`config.mk`:
```
export PLATFORM = sky130hd
export DESIGN_NAME = irq_status_bank
export DESIGN_NICKNAME = d
export VERILOG_FILES = /design/src/rtl/irq_bank_pkg.sv /design/src/rtl/irq_sticky_status.sv /design/src/rtl/irq_mask_bank.sv /design/src/rtl/irq_req_out.sv /design/src/rtl/irq_status_bank.sv
export SDC_FILE = /design/constraint.sdc
export NUM_CORES = 1
export LEC_CHECK = 0
export BUFFER_PORTS_ARGS = -buffer_cell sky130_fd_sc_hd__buf_4
export CAP_MARGIN = 15
export CORE_ASPECT_RATIO = 0.8
export CORE_MARGIN = 1
export CORE_UTILIZATION = 44
export CTS_CLUSTER_SIZE = 40
export DETAILED_ROUTE_END_ITERATION = 8
export GPL_ROUTABILITY_DRIVEN = 1
export PLACE_DENSITY = 0.84
export SETUP_SLACK_MARGIN = 0.4
export SLEW_MARGIN = 20
export SYNTH_ARGS = -nofsm -noshare
export SYNTH_HDL_FRONTEND = slang
export SYNTH_SLANG_ARGS = --single-unit
export TNS_END_PERCENT = 100
```
`constraint.sdc`:
```
create_clock -name clk -period 2.4 [get_ports clk]
set_input_delay 0.48 -clock clk [delete_from_list [all_inputs] [get_ports clk]]
set_output_delay 0.48 -clock clk [all_outputs]
set_load 0.01 [all_outputs]
```
`src/rtl/irq_bank_pkg.sv`:
```
package irq_bank_pkg;
    localparam int EVT_W = 10;
    localparam int ADDR_W = 4;
    localparam int DATA_W = 32;

    // event positions (decoded by software, so fixed)
    localparam int EV_DONE    = 0;
    localparam int EV_THRESH  = 1;
    localparam int EV_NOACK   = 2;
    localparam int EV_TIMEOUT = 3;
    localparam int EV_TGT_RDY = 4;
    localparam int EV_RX_OVR  = 5;
    localparam int EV_TX_OVR  = 6;
    localparam int EV_RX_UNR  = 7;
    localparam int EV_ARB     = 9;

    localparam logic [EVT_W-1:0] EVT_USED =
        EVT_W'((1 << EV_DONE) | (1 << EV_THRESH) | (1 << EV_NOACK) |
               (1 << EV_TIMEOUT) | (1 << EV_TGT_RDY) | (1 << EV_RX_OVR) |
               (1 << EV_TX_OVR) | (1 << EV_RX_UNR) | (1 << EV_ARB));

    localparam logic [EVT_W-1:0] EVT_ERRS =
        EVT_W'((1 << EV_NOACK) | (1 << EV_RX_OVR) | (1 << EV_TX_OVR) |
               (1 << EV_RX_UNR) | (1 << EV_ARB));

    // word offsets
    localparam logic [ADDR_W-1:0] OFS_STATUS = ADDR_W'(4);
    localparam logic [ADDR_W-1:0] OFS_MASK   = ADDR_W'(8);
    localparam logic [ADDR_W-1:0] OFS_SET    = ADDR_W'(9);
    localparam logic [ADDR_W-1:0] OFS_CLR    = ADDR_W'(10);
endpackage

```
`src/rtl/irq_sticky_status.sv`:
```
module irq_sticky_status #(
    parameter int W = 10,
    parameter logic [W-1:0] USED = '1
) (
    input  logic         clk,
    input  logic         rst_n,
    input  logic [W-1:0] evt,
    input  logic         clr_en,
    input  logic [W-1:0] clr_bits,
    output logic [W-1:0] status_q
);
    typedef struct packed {
        logic [W-1:0] bits;
    } st_t;

    st_t cur_q, nxt_d;

    always_comb begin
        nxt_d = cur_q;
        if (clr_en) nxt_d.bits = nxt_d.bits & ~clr_bits;
        // a new pulse wins over a clear in the same cycle
        nxt_d.bits = (nxt_d.bits | evt) & USED;
    end

    always_ff @(posedge clk) begin
        if (!rst_n) cur_q <= '0;
        else        cur_q <= nxt_d;
    end

    assign status_q = cur_q.bits;

    assert_sticky_R2: assert property (@(posedge clk) disable iff (!rst_n)
        !clr_en |=> ((status_q & $past(status_q)) == $past(status_q)));

    assert_pulse_wins_R4: assert property (@(posedge clk) disable iff (!rst_n)
        1'b1 |=> ((status_q & $past(evt) & USED) == ($past(evt) & USED)));

    assert_clear_R3: assert property (@(posedge clk) disable iff (!rst_n)
        clr_en |=> ((status_q & $past(clr_bits) & ~$past(evt)) == '0));
endmodule

```
`src/rtl/irq_mask_bank.sv`:
```
module irq_mask_bank #(
    parameter int W = 10,
    parameter logic [W-1:0] USED = '1
) (
    input  logic         clk,
    input  logic         rst_n,
    input  logic         set_en,
    input  logic [W-1:0] set_bits,
    input  logic         clr_en,
    input  logic [W-1:0] clr_bits,
    output logic [W-1:0] mask_q
);
    typedef struct packed {
        logic [W-1:0] en;
    } mk_t;

    mk_t cur_q, nxt_d;

    always_comb begin
        nxt_d = cur_q;
        if (set_en) nxt_d.en = nxt_d.en | (set_bits & USED);
        if (clr_en) nxt_d.en = nxt_d.en & ~clr_bits;
    end

    always_ff @(posedge clk) begin
        if (!rst_n) cur_q <= '0;
        else        cur_q <= nxt_d;
    end

    assign mask_q = cur_q.en;

    assert_mask_set_R5: assert property (@(posedge clk) disable iff (!rst_n)
        (set_en && !clr_en) |=>
            ((mask_q & $past(set_bits) & USED) == ($past(set_bits) & USED)));

    assert_mask_clr_R6: assert property (@(posedge clk) disable iff (!rst_n)
        clr_en |=> ((mask_q & $past(clr_bits)) == '0));

    assert_mask_hold_R6: assert property (@(posedge clk) disable iff (!rst_n)
        (!set_en && !clr_en) |=> $stable(mask_q));
endmodule

```
`src/rtl/irq_req_out.sv`:
```
module irq_req_out #(
    parameter int W = 10,
    parameter logic [W-1:0] ERRS = '0
) (
    input  logic         clk,
    input  logic         rst_n,
    input  logic [W-1:0] status,
    input  logic [W-1:0] mask,
    output logic         irq_q,
    output logic         err_q
);
    typedef struct packed {
        logic irq;
        logic err;
    } rq_t;

    rq_t cur_q, nxt_d;

    always_comb begin
        nxt_d.irq = |(status & mask);
        nxt_d.err = |(status & ERRS);
    end

    always_ff @(posedge clk) begin
        if (!rst_n) cur_q <= '0;
        else        cur_q <= nxt_d;
    end

    assign irq_q = cur_q.irq;
    assign err_q = cur_q.err;
endmodule

```
`src/rtl/irq_status_bank.sv`:
```
module irq_status_bank
    import irq_bank_pkg::*;
#(
    parameter int AW = ADDR_W,
    parameter int DW = DATA_W
) (
    input  logic          clk,
    input  logic          rst_n,
    input  logic          bus_wr,
    input  logic          bus_rd,
    input  logic [AW-1:0] bus_addr,
    input  logic [DW-1:0] bus_wdata,
    output logic [DW-1:0] bus_rdata,
    input  logic [EVT_W-1:0] evt_pulse,
    output logic          irq_req,
    output logic          err_pending
);
    localparam int PAD = DW - EVT_W;

    logic [EVT_W-1:0] status_w, mask_w, wbits;
    logic wr_status, wr_set, wr_clr;

    assign wbits     = bus_wdata[EVT_W-1:0];
    assign wr_status = bus_wr && (bus_addr == AW'(OFS_STATUS));
    assign wr_set    = bus_wr && (bus_addr == AW'(OFS_SET));
    assign wr_clr    = bus_wr && (bus_addr == AW'(OFS_CLR));

    irq_sticky_status #(.W(EVT_W), .USED(EVT_USED)) u_status (
        .clk(clk), .rst_n(rst_n), .evt(evt_pulse),
        .clr_en(wr_status), .clr_bits(wbits), .status_q(status_w));

    irq_mask_bank #(.W(EVT_W), .USED(EVT_USED)) u_mask (
        .clk(clk), .rst_n(rst_n), .set_en(wr_set), .set_bits(wbits),
        .clr_en(wr_clr), .clr_bits(wbits), .mask_q(mask_w));

    irq_req_out #(.W(EVT_W), .ERRS(EVT_ERRS)) u_req (
        .clk(clk), .rst_n(rst_n), .status(status_w), .mask(mask_w),
        .irq_q(irq_req), .err_q(err_pending));

    always_comb begin
        bus_rdata = '0;
        if (bus_rd) begin
            if (bus_addr == AW'(OFS_STATUS))    bus_rdata = {{PAD{1'b0}}, status_w};
            else if (bus_addr == AW'(OFS_MASK)) bus_rdata = {{PAD{1'b0}}, mask_w};
        end
    end

    assert_irq_follows_R7: assert property (@(posedge clk) disable iff (!rst_n)
        1'b1 |=> (irq_req == $past(|(status_w & mask_w))));

    assert_err_follows_R10: assert property (@(posedge clk) disable iff (!rst_n)
        1'b1 |=> (err_pending == $past(|(status_w & EVT_ERRS))));

    assert_reserved_zero_R9: assert property (@(posedge clk) disable iff (!rst_n)
        bus_rd |-> (bus_rdata[DW-1:EVT_W] == '0 && bus_rdata[8] == 1'b0));

    assert_wo_read_zero_R8: assert property (@(posedge clk) disable iff (!rst_n)
        (bus_rd && bus_addr != AW'(OFS_STATUS) && bus_addr != AW'(OFS_MASK))
            |-> (bus_rdata == '0));
endmodule

```
==> results.md, run 1 <==
* Slew @ Worst Pin at just under 0.7 ns
* Die W at between 60 and 70 µm
* Worst-path clk slew at about 0.1 ns
* Share of layout cells above drive strength 1 at 0.341
* H-tree depth at 1
* Synth Warn # at 0
* Data required, critical path at around 1.9 ns
* Post-Syn Instances at 130
* GR Util All Layers at 0.196
* Placed insts at 199
* CP dominant cell by count: buf_4
* Clock Latency Late Sink at ~0.30 ns
* Area of the multi-input gates at about 640 µm²
* Root Driver: clkbuf_4
* Hold depth at 2
* Outcome: complete, no violations
* Clock power share at 0.247
* Avg Cell Area, Syn at between 9 and 10 µm²
* Layout Cells excl Fill at between 200 and 250
* Synthesized cell area at 1240 µm²
* Slowest stage cell, crit path: nor4b_4
* Fillers at about 250
* Reg power frac at 0.562
* WL per Instance at 14.2 µm
* Commonest cells after routing, fill and taps aside: 41 x buf_4, 22 x conb_1, 21 x dfxtp_1
* Max Slew Vio Count at 0
* Fin. Hold Viols at 0
* Distinct cells, synth at 21
* R2R depth at 3
* Min cycle time layout at 1.97 ns
* Crit path max fanout at 8
* Worst R2R Start: u_status.status_q[5]
* Register bit total from synthesis at 21
* Core box area at ~2600 µm²
* Hold Crit Start: bus_wdata[8]
* Worst reg2reg setup slack at 1.28 ns
* Switching Share at 0.273
* Num rows at 16
* F_max at 508 MHz
* Maximum root-to-sink buffer count at 2
* Post-DP HPWL at 2.16 mm
* Min-delay worst type: input port to flip-flop
* Tcrit/Tclk final at 0.821
* Final #Nets at 221
* Cell family with the largest share of critical-path delay: buffers and inverters
* Initial core utilization at 0.483
* Placer Congestion at 0.751
* R2R Path End: u_req.irq_q
* Number of CTS-inserted buffers at 3
* IO Pins at 84
* Max Cap Viol at 0
* Cell breakdown of the critical path: buf_4 > nor4b_4 > clkbuf_4 > a22oi_1 > nor2b_1 > buf_4
* P per Cell Area at 444 nW/µm²
* Hold_ws at between 0.3 and 0.4 ns
* Pre-antenna DRT Iters at 4
* Sequential element share of the synthesized area at 0.339
* Largest net degree at the start of global routing at 19
* Seq. cell area at about 420 µm²
* Remaining Overflow, GRT at 0
* Most common cell after layout, fill and taps aside: buf_4
* Area growth from synthesis to layout at 21.5%
* Initial antenna violation count at 0
* Startpoint Class: input port
* Clk sinks at 21
* Initial DRC Count at 64
* Diodes inserted at 0
* Hold endpoint: u_mask.mask_q[8]
* Max-slew headroom at 0.547
* Vias at 1112
* Die H at between 40 and 50 µm
* Crit Path Class: input port to primary output
* Final Skew at ~0.007 ns
* First-pass GRT wire length at around 4.4 mm
* Port bufs at 38
* Setup crit end kind: primary output
* # setup viols final at 0
* Vias in the first global route at ~940
* Crit-path max cell delay at just over 0.3 ns
* WP buf/inv at 3
* P_sw at roughly 0.18 mW
* CP arrival at between 1 and 1.5 ns
* CTS tree: done
* Setup_tns at 0 ns
* Logic pwr share at 0.190
* Drt drc at 0
* Worst IR Drop VDD at roughly 0.32 mV
* Die area at between 3000 and 4000 µm²
* DR vias/cell at 5.40
* RSZ-0062 raised after global routing: true
* Leak at approximately 0.64 nW
* Routed WL at 2.93 mm
* ANT nets after route at 0
* Int Pwr at just under 0.5 mW
## per-layer routing
layer  wire length (µm)  share of wire  GRT usage  up-vias
li1                   -              -          -      521
met1               1150           0.39      0.246      517
met2               1480           0.50      0.335       72
met3                296           0.10     0.0499        2
met4                  8         0.0027     0.0341        0
met5                  0              0          0        -
## power by group through the flow
stage          Combinational (mW)  Clock [mW]  Sequential, mW
3_3_place_gp                0.119           0           0.383
5_1_grt                     0.138       0.191           0.378
3_5_place_dp                0.124           0           0.383
6_report                    0.127       0.165           0.376
2_1_floorplan              0.0929           0           0.381
4_1_cts                     0.124       0.170           0.375
## synth_stat cells
library cell | n | area (µm²)
a211oi_2 | 9 | 113
a21oi_1 | 2 | 10.0
a221oi_1 | 1 | 8.76
a222oi_1 | 1 | 10.0
a22o_1 | 1 | 8.76
a22oi_1 | 10 | 75.1
a31oi_1 | 19 | 119
and3_1 | 1 | 6.26
and3b_1 | 2 | 17.5
buf_1 | 1 | 3.75
buf_4 | 22 | 165
buf_6 | 4 | 45.0
clkbuf_1 | 2 | 7.51
conb_1 | 1 | 3.75
dfxtp_1 | 21 | 420
inv_1 | 10 | 37.5
nand2_1 | 1 | 3.75
nor2b_1 | 10 | 62.6
nor4_1 | 1 | 6.26
nor4b_4 | 2 | 47.6
o21a_1 | 9 | 67.6
## stage by stage
stage	worst slack, ns	area (µm²)	util	total power [mW]
6_report	0.431	1510	0.587	0.669
4_1_cts	0.408	1480	0.576	0.670
2_1_floorplan	0.549	1320	-	0.473
5_1_grt	0.381	1510	0.587	0.708
3_3_place_gp	0.427	1450	0.565	0.502
3_5_place_dp	0.419	1450	0.565	0.507
## worst register-to-register path, cell delays in order (launching register included)
cell	delay, ns
dfxtp_1	0.36
a22o_1	0.25
a221oi_1	0.26
a31oi_1	0.13
## worst max path at each step
stage	slack, ns	start	cells after the start	end
4_1_cts	0.41	bus_addr[0]	6	bus_rdata[5]
3_5_place_dp	0.42	bus_addr[0]	6	bus_rdata[5]
2_1_floorplan	0.55	bus_addr[0]	4	bus_rdata[7]
5_1_grt	0.38	bus_addr[0]	6	bus_rdata[5]
6_report	0.43	bus_addr[3]	6	bus_rdata[1]
3_3_place_gp	0.43	bus_addr[0]	6	bus_rdata[5]
## cell families after synthesis
| logic type | after synthesis | synth area share |
|---|---|---|
| DFF | 21 | 0.339 |
| AOI/OAI and AO/OA | 52 | 0.332 |
| buffers and inverters | 39 | 0.209 |
| other | 1 | 0.00303 |
| and+or+nand+nor | 17 | 0.116 |
## final cells by class
| cell class | instances | area share |
|---|---|---|
| multi-input cells | 91 | 0.424 |
| flip-flops and latches | 21 | 0.279 |
| repair buffers | 44 | 0.224 |
| well taps | 36 | 0.0299 |
| inverters | 10 | 0.0249 |
| clock buffers | 4 | 0.0175 |
## repair_timing
action	CTS	global route
buffers inserted	0	2
hold buffers	0	0
endpoints found under the setup margin	0	8
gates resized for setup	0	3
Note: power is estimated with default switching activity, not from simulation.
==> run 2, diff against run 1 <==
--- a/config.mk
+++ b/config.mk
@@ -5,15 +5,16 @@
 export SDC_FILE = /design/constraint.sdc
 export NUM_CORES = 1
 export LEC_CHECK = 0
+export ABC_AREA = 1
 export BUFFER_PORTS_ARGS = -buffer_cell sky130_fd_sc_hd__buf_4
 export CAP_MARGIN = 15
 export CORE_ASPECT_RATIO = 0.8
 export CORE_MARGIN = 1
-export CORE_UTILIZATION = 44
+export CORE_UTILIZATION = 38
 export CTS_CLUSTER_SIZE = 40
 export DETAILED_ROUTE_END_ITERATION = 8
 export GPL_ROUTABILITY_DRIVEN = 1
-export PLACE_DENSITY = 0.84
+export PLACE_DENSITY = 0.76
 export SETUP_SLACK_MARGIN = 0.4
 export SLEW_MARGIN = 20
 export SYNTH_ARGS = -nofsm -noshare
==> constraint.sdc (replaced) <==
create_clock -name clk -period 1.8 [get_ports clk]
set_input_delay 0.36 -clock clk [delete_from_list [all_inputs] [get_ports clk]]
set_output_delay 0.36 -clock clk [all_outputs]
set_load 0.01 [all_outputs]
==> run 2 against run 1 <==
Net effect: final cell count grew 44%; critical path depth increased by 2; worst hold slack lost 0.074 ns; non-clock buffer count up 5.
==> results.md, run 2 <==
* Outcome: complete, no violations
* Root Driver: clkbuf_8
* Min-delay worst type: input port to flip-flop
* Register bit total from synthesis at 21 (unchanged)
* Post-synth top cells: 58 x nand2_1, 29 x inv_1, 22 x buf_4, 21 x a21oi_1, 21 x dfxtp_1
* Worst reg2reg setup slack at 0.95 ns (-0.33 ns)
* Post-Syn Instances at 209 (+61%)
* Clock Latency Late Sink at 0.26 ns (-0.04 ns)
* Number of CTS-inserted buffers at 3 (unchanged)
* F_max at 629 MHz
* Max Slew Vio Count at 0 (unchanged)
* Fin. Hold Viols at 0 (unchanged)
* First-pass GRT wire length at 5.13 mm (+18%)
* Diodes inserted at 0 (unchanged)
* Num rows at 18 (+2)
* Initial antenna violation count at 0 (unchanged)
* Die area at 3730 µm² (+23%)
* Die H at 54.8 µm (+11%)
* H-tree depth at 1 (unchanged)
* Setup_tns at 0 ns (unchanged)
* Vias in the first global route at 1139 (+21%)
* Crit Path Class: input port to primary output
* Post-synth EDFFs at 0 (unchanged)
* Count leader, synth: nand2_1
* Clk sinks at 21 (unchanged)
* R2R depth at 4 (+1)
* Port bufs at 38 (unchanged)
* Fraction of registers with async set/reset at 0 (unchanged)
* Post-synth top area cell: dfxtp_1
* Final #Nets at 308 (+39%)
* Core box area at 3200 µm² (+25%)
* Most common cell after layout, fill and taps aside: nand2_1
* Min cycle time layout at roughly 1.6 ns
* Placer Congestion at 0.832 (+11%)
* Startpoint Class: input port
* Remaining Overflow, GRT at 0 (unchanged)
* Maximum root-to-sink buffer count at 2 (unchanged)
* # setup viols final at 0 (unchanged)
* ANT nets after route at 0 (unchanged)
* Share of layout cells above drive strength 1 at 0.280 (-0.0610)
* Hold depth at 2 (unchanged)
* Area growth from synthesis to layout at 36.0%
* Top cells by area, synth: dfxtp_1 32%, nand2_1 16%, buf_4 12%
* Tcrit/Tclk final at 0.883
* Largest net degree at the start of global routing at 13 (-6)
* Max Cap Viol at 0 (unchanged)
* Post-synth top flop: dfxtp_1
* P per Cell Area at 563 nW/µm² (+27%)
* Final Skew at 0.00462 ns (-0.00230 ns)
* Pre-antenna DRT Iters at 4 (unchanged)
* Initial DRC Count at 73 (+14%)
* Worst-path clk slew at 0.08 ns (-0.02 ns)
* Synth Warn # at 0 (unchanged)
* GR Util All Layers at 0.190 (-0.00642)
* Setup crit end kind: primary output
* Top cell type's share of synthesized area at 0.318 (-0.0218)
* Leak at 0.854 nW (+34%)
* Data required, critical path at 1.44 ns (-0.48 ns)
* Die W at 68.0 µm (+11%)
* RSZ-0062 raised after global routing: true
* IO Pins at 84 (unchanged)
* Initial core utilization at 0.414 (-0.0695)
* WL per Instance at 11.0 µm (-23%)
* Hold_ws at 0.265 ns (-0.0738 ns)
* Worst IR Drop VDD at 0.471 mV (+46%)
* Sequential element share of the synthesized area at 0.318 (-0.0218)
* CP arrival at 1.23 ns (-0.26 ns)
* Routed WL at 3.27 mm (+12%)
* Drt drc at 0 (unchanged)
* Avg Cell Area, Syn at 6.33 µm² (-34%)
* Finished layout cell area at 1800 µm² (+20%)
* DR vias/cell at 4.58 (-15%)
* Commonest cells after routing, fill and taps aside: 55 x nand2_1, 44 x buf_4, 28 x inv_1
* Post-DP HPWL at 2.34 mm (+8.3%)
* Synthesized cell area at 1320 µm² (+6.9%)
* Dpl cell area at 1680 µm² (+16%)
* Vias at 1360 (+22%)
* Crit path max fanout at 5 (-3)
* Distinct cells, synth at 18 (-14%)
* CTS tree: done
==> run 2: cell count changes after synthesis, moves of 13 or more <==
cell	previous run	this run
nand3_1	0	20
a31oi_1	19	0
nor2_1	0	13
nand2_1	1	58
a21oi_1	2	21
inv_1	10	29
==> run 2: final cells by class <==
type	instances	area, µm²
tap	40	50.0
sequential	21	420
timing repair buffer	49	404
inverter	32	136
multi-input combinational	151	744
clock buffer	4	45.0
fill	314	1400
==> run 2: what timing repair did <==
item / 4_1_cts / 5_1_grt
setup endpoints to repair: 10 / 10
hold buffers: 0 / 0
pin swaps: 5 / 0
gates resized for setup: 8 / 1
buffers inserted: 4 / 0
==> run 2: path summary, 6_finish.rpt <==
path,from,end
max,bus_addr[2],bus_rdata[5]
min,bus_wdata[8],u_mask.mask_q[8]
max reg2reg,u_status.status_q[5],u_req.err_q
min reg2reg,u_mask.mask_q[8],u_mask.mask_q[8]
==> run 2: logic make-up after synthesis <==
| kind of cell | after synthesis | synth area share |
|---|---|---|
| buf+inv | 58 | 0.230 |
| simple gates | 107 | 0.367 |
| other cells | 1 | 0.00283 |
| flops | 21 | 0.318 |
| compound gates | 22 | 0.0832 |
==> run 2: worst max-delay path, cell delays in order <==
cell	delay (ns)
buf_12	0.11
inv_16	0.05
nand2_8	0.04
nor3_4	0.16
buf_6	0.15
nand2_2	0.05
a21oi_2	0.16
buf_4	0.14
==> run 2: metal layers <==
metal	routed length, µm	global-route usage	up-vias
met5	0	0	-
met4	9	0.0313	0
met3	147	0.0438	2
met2	1590	0.325	35
met1	1520	0.245	616
li1	-	-	707
==> run 2: stage by stage <==
step,worst slack [ns],std cells,total power [mW],util
5_1_grt,0.187,297,1.07,0.563
3_3_place_gp,0.115,289,0.700,0.526
6_report,0.210,297,1.01,0.563
3_5_place_dp,0.115,289,0.703,0.526
2_1_floorplan,0.387,230,0.642,-
4_1_cts,0.224,297,1.02,0.562
==> run 2: report_power, final <==
group	switching, mW	internal, mW
clock network	0.146	0.157
logic	0.120	0.0907
registers	0.0161	0.484
==> run 3, diff against run 2 <==
--- a/config.mk
+++ b/config.mk
@@ -6,7 +6,7 @@
 export NUM_CORES = 1
 export LEC_CHECK = 0
 export ABC_AREA = 1
-export BUFFER_PORTS_ARGS = -buffer_cell sky130_fd_sc_hd__buf_4
+export BUFFER_PORTS_ARGS = -buffer_cell sky130_fd_sc_hd__buf_2
 export CAP_MARGIN = 15
 export CORE_ASPECT_RATIO = 0.8
 export CORE_MARGIN = 1
==> run 3 against run 2 <==
Net effect: global-route usage increased by 1.6 points; clock power increased by 2%; core utilization decreased by 2.7 points; non-clock buffer count decreased by 1; sequential power about the same; count of clock-buffer cells in the layout unchanged; wire length increased by 3.9%; critical path depth decreased by 2; largest power group unchanged; via count increased by 2.8%; critical path type unchanged; worst hold slack improved by 0.0036 ns.
==> results.md, run 3 (synthesis results as in run 2) <==
* Outcome: complete, no violations
* Worst-path clk slew at 0.07 ns (about the same)
* Total Power at 1.00 mW (-0.99%)
* Diodes inserted at 0 (unchanged)
* GR Util All Layers at 0.206 (+0.0162)
* Drt drc at 0 (unchanged)
* Min-delay worst type: input port to flip-flop
* Clock Latency Late Sink at 0.26 ns (about the same)
* Die H at 54.8 µm (unchanged)
* First-pass GRT wire length at 5.48 mm (+6.9%)
* Routed WL at 3.39 mm (+3.9%)
* Fin. Hold Viols at 0 (unchanged)
* Data required, critical path at 1.44 ns (about the same)
* Maximum root-to-sink buffer count at 2 (unchanged)
* Setup crit end kind: primary output
* IO Pins at 84 (unchanged)
* Clk sinks at 21 (unchanged)
* Pre-antenna DRT Iters at 4 (unchanged)
* Area of the multi-input gates at 752 µm² (+1.0%)
* Vias at 1398 (+2.8%)
* Post-DP HPWL at 2.43 mm (+3.8%)
* Port bufs at 38 (unchanged)
* Leak at 0.832 nW (-2.6%)
* Max Slew Vio Count at 0 (unchanged)
* Placer Congestion at 0.831 (about the same)
* Min cycle time layout at 1.56 ns (-0.0336 ns)
* Seq. cell area at 420 µm² (unchanged)
* CTS tree: done
* CP arrival at 1.20 ns (-0.03 ns)
* Vias in the first global route at 1225 (+7.6%)
* ANT nets after route at 0 (unchanged)
* Core box area at 3200 µm² (unchanged)
* Setup_tns at 0 ns (unchanged)
* Initial DRC Count at 93 (+27%)
* F_max at 643 MHz (+2.2%)
* P per Cell Area at 586 nW/µm² (+3.9%)
* WL per Instance at 11.5 µm (+4.2%)
* Tcrit/Tclk final at 0.865 (-0.0187)
* Num rows at 18 (unchanged)
* Fillers at 330 (+5.1%)
* H-tree depth at 1 (unchanged)
* Final Skew at 0.00221 ns (-0.00241 ns)
* Die W at 68.0 µm (unchanged)
* RSZ-0062 raised after global routing: true
* Root Driver: clkbuf_8
* Crit Path Class: input port to primary output
* Area growth from synthesis to layout at 29.6%
* Max Cap Viol at 0 (unchanged)
* Die area at 3730 µm² (unchanged)
* DR vias/cell at 4.72 (+3.1%)
* Number of CTS-inserted buffers at 3 (unchanged)
* Initial antenna violation count at 0 (unchanged)
* Startpoint Class: input port
* Initial core utilization at 0.414 (unchanged)
* Share of layout cells above drive strength 1 at 0.289 (+0.00891)
* Layout Cells excl Fill at 296 (-0.34%)
* Commonest cells after routing, fill and taps aside: 52 x nand2_1, 34 x buf_2, 28 x inv_1
* Final #Nets at 307 (-0.32%)
* Largest net degree at the start of global routing at 19 (+6)
* # setup viols final at 0 (unchanged)
* Placed insts at 290 (+0.35%)
* Most common cell after layout, fill and taps aside: nand2_1
* Worst IR Drop VDD at 0.511 mV (+8.5%)
* Remaining Overflow, GRT at 0 (unchanged)
* Crit path max fanout at 18 (+13)
-- run 3: report_power, final --
part | total (mW) | leakage [nW] | internal (mW) | switching [mW]
Sequential | 0.500 | 0.173 | 0.484 | 0.0159
Combinational | 0.195 | 0.637 | 0.0741 | 0.121
Clock | 0.309 | 0.0228 | 0.158 | 0.151
-- run 3: worst max-delay path, stage by stage --
cell and delay (ns):
buf_4 0.14, nor2_4 0.13, buf_12 0.16, nand3_1 0.10, a21oi_2 0.16, buf_2 0.14
-- run 3: per-stage QoR --
stage                util  hold slack, ns  area [µm²]  setup slack, ns
floorplan               -           0.412        1480            0.387
CTS                 0.532           0.264        1700            0.238
global placement    0.502           0.427        1610            0.114
detailed placement  0.502           0.429        1610           0.0972
global route        0.536           0.275        1720            0.157
finish              0.536           0.269        1720            0.244
-- run 3: per-layer routing --
metal	global-route usage	up-vias	wire length, µm
met5	0	-	0
met1	0.264	629	1500
met2	0.335	60	1590
met4	0.0694	0	25
li1	-	705	-
met3	0.0521	4	286
-- run 3: what timing repair did --
action                                  4_1_cts  5_1_grt
resized for setup                            13        3
endpoints found under the setup margin       10       10
pin swaps                                     4        4
hold buffers                                  0        0
buffers inserted                              1        1
-- run 3: worst paths after layout --
check / start / endpoint / slack, ns / cells after the start
max: bus_addr[3] / bus_rdata[3] / 0.24 / 6
min: bus_wdata[8] / u_mask.mask_q[8] / 0.27 / 2
max reg2reg: u_status.status_q[5] / u_req.err_q / 0.98 / 4
min reg2reg: u_mask.mask_q[8] / u_mask.mask_q[8] / 0.44 / 2
-- run 3: layout make-up --
class	count	area share
clock buffer	4	0.0263
tap	40	0.0292
multi-input combinational	151	0.438
inverter	32	0.0795
timing repair buffer	48	0.182
sequential	21	0.245
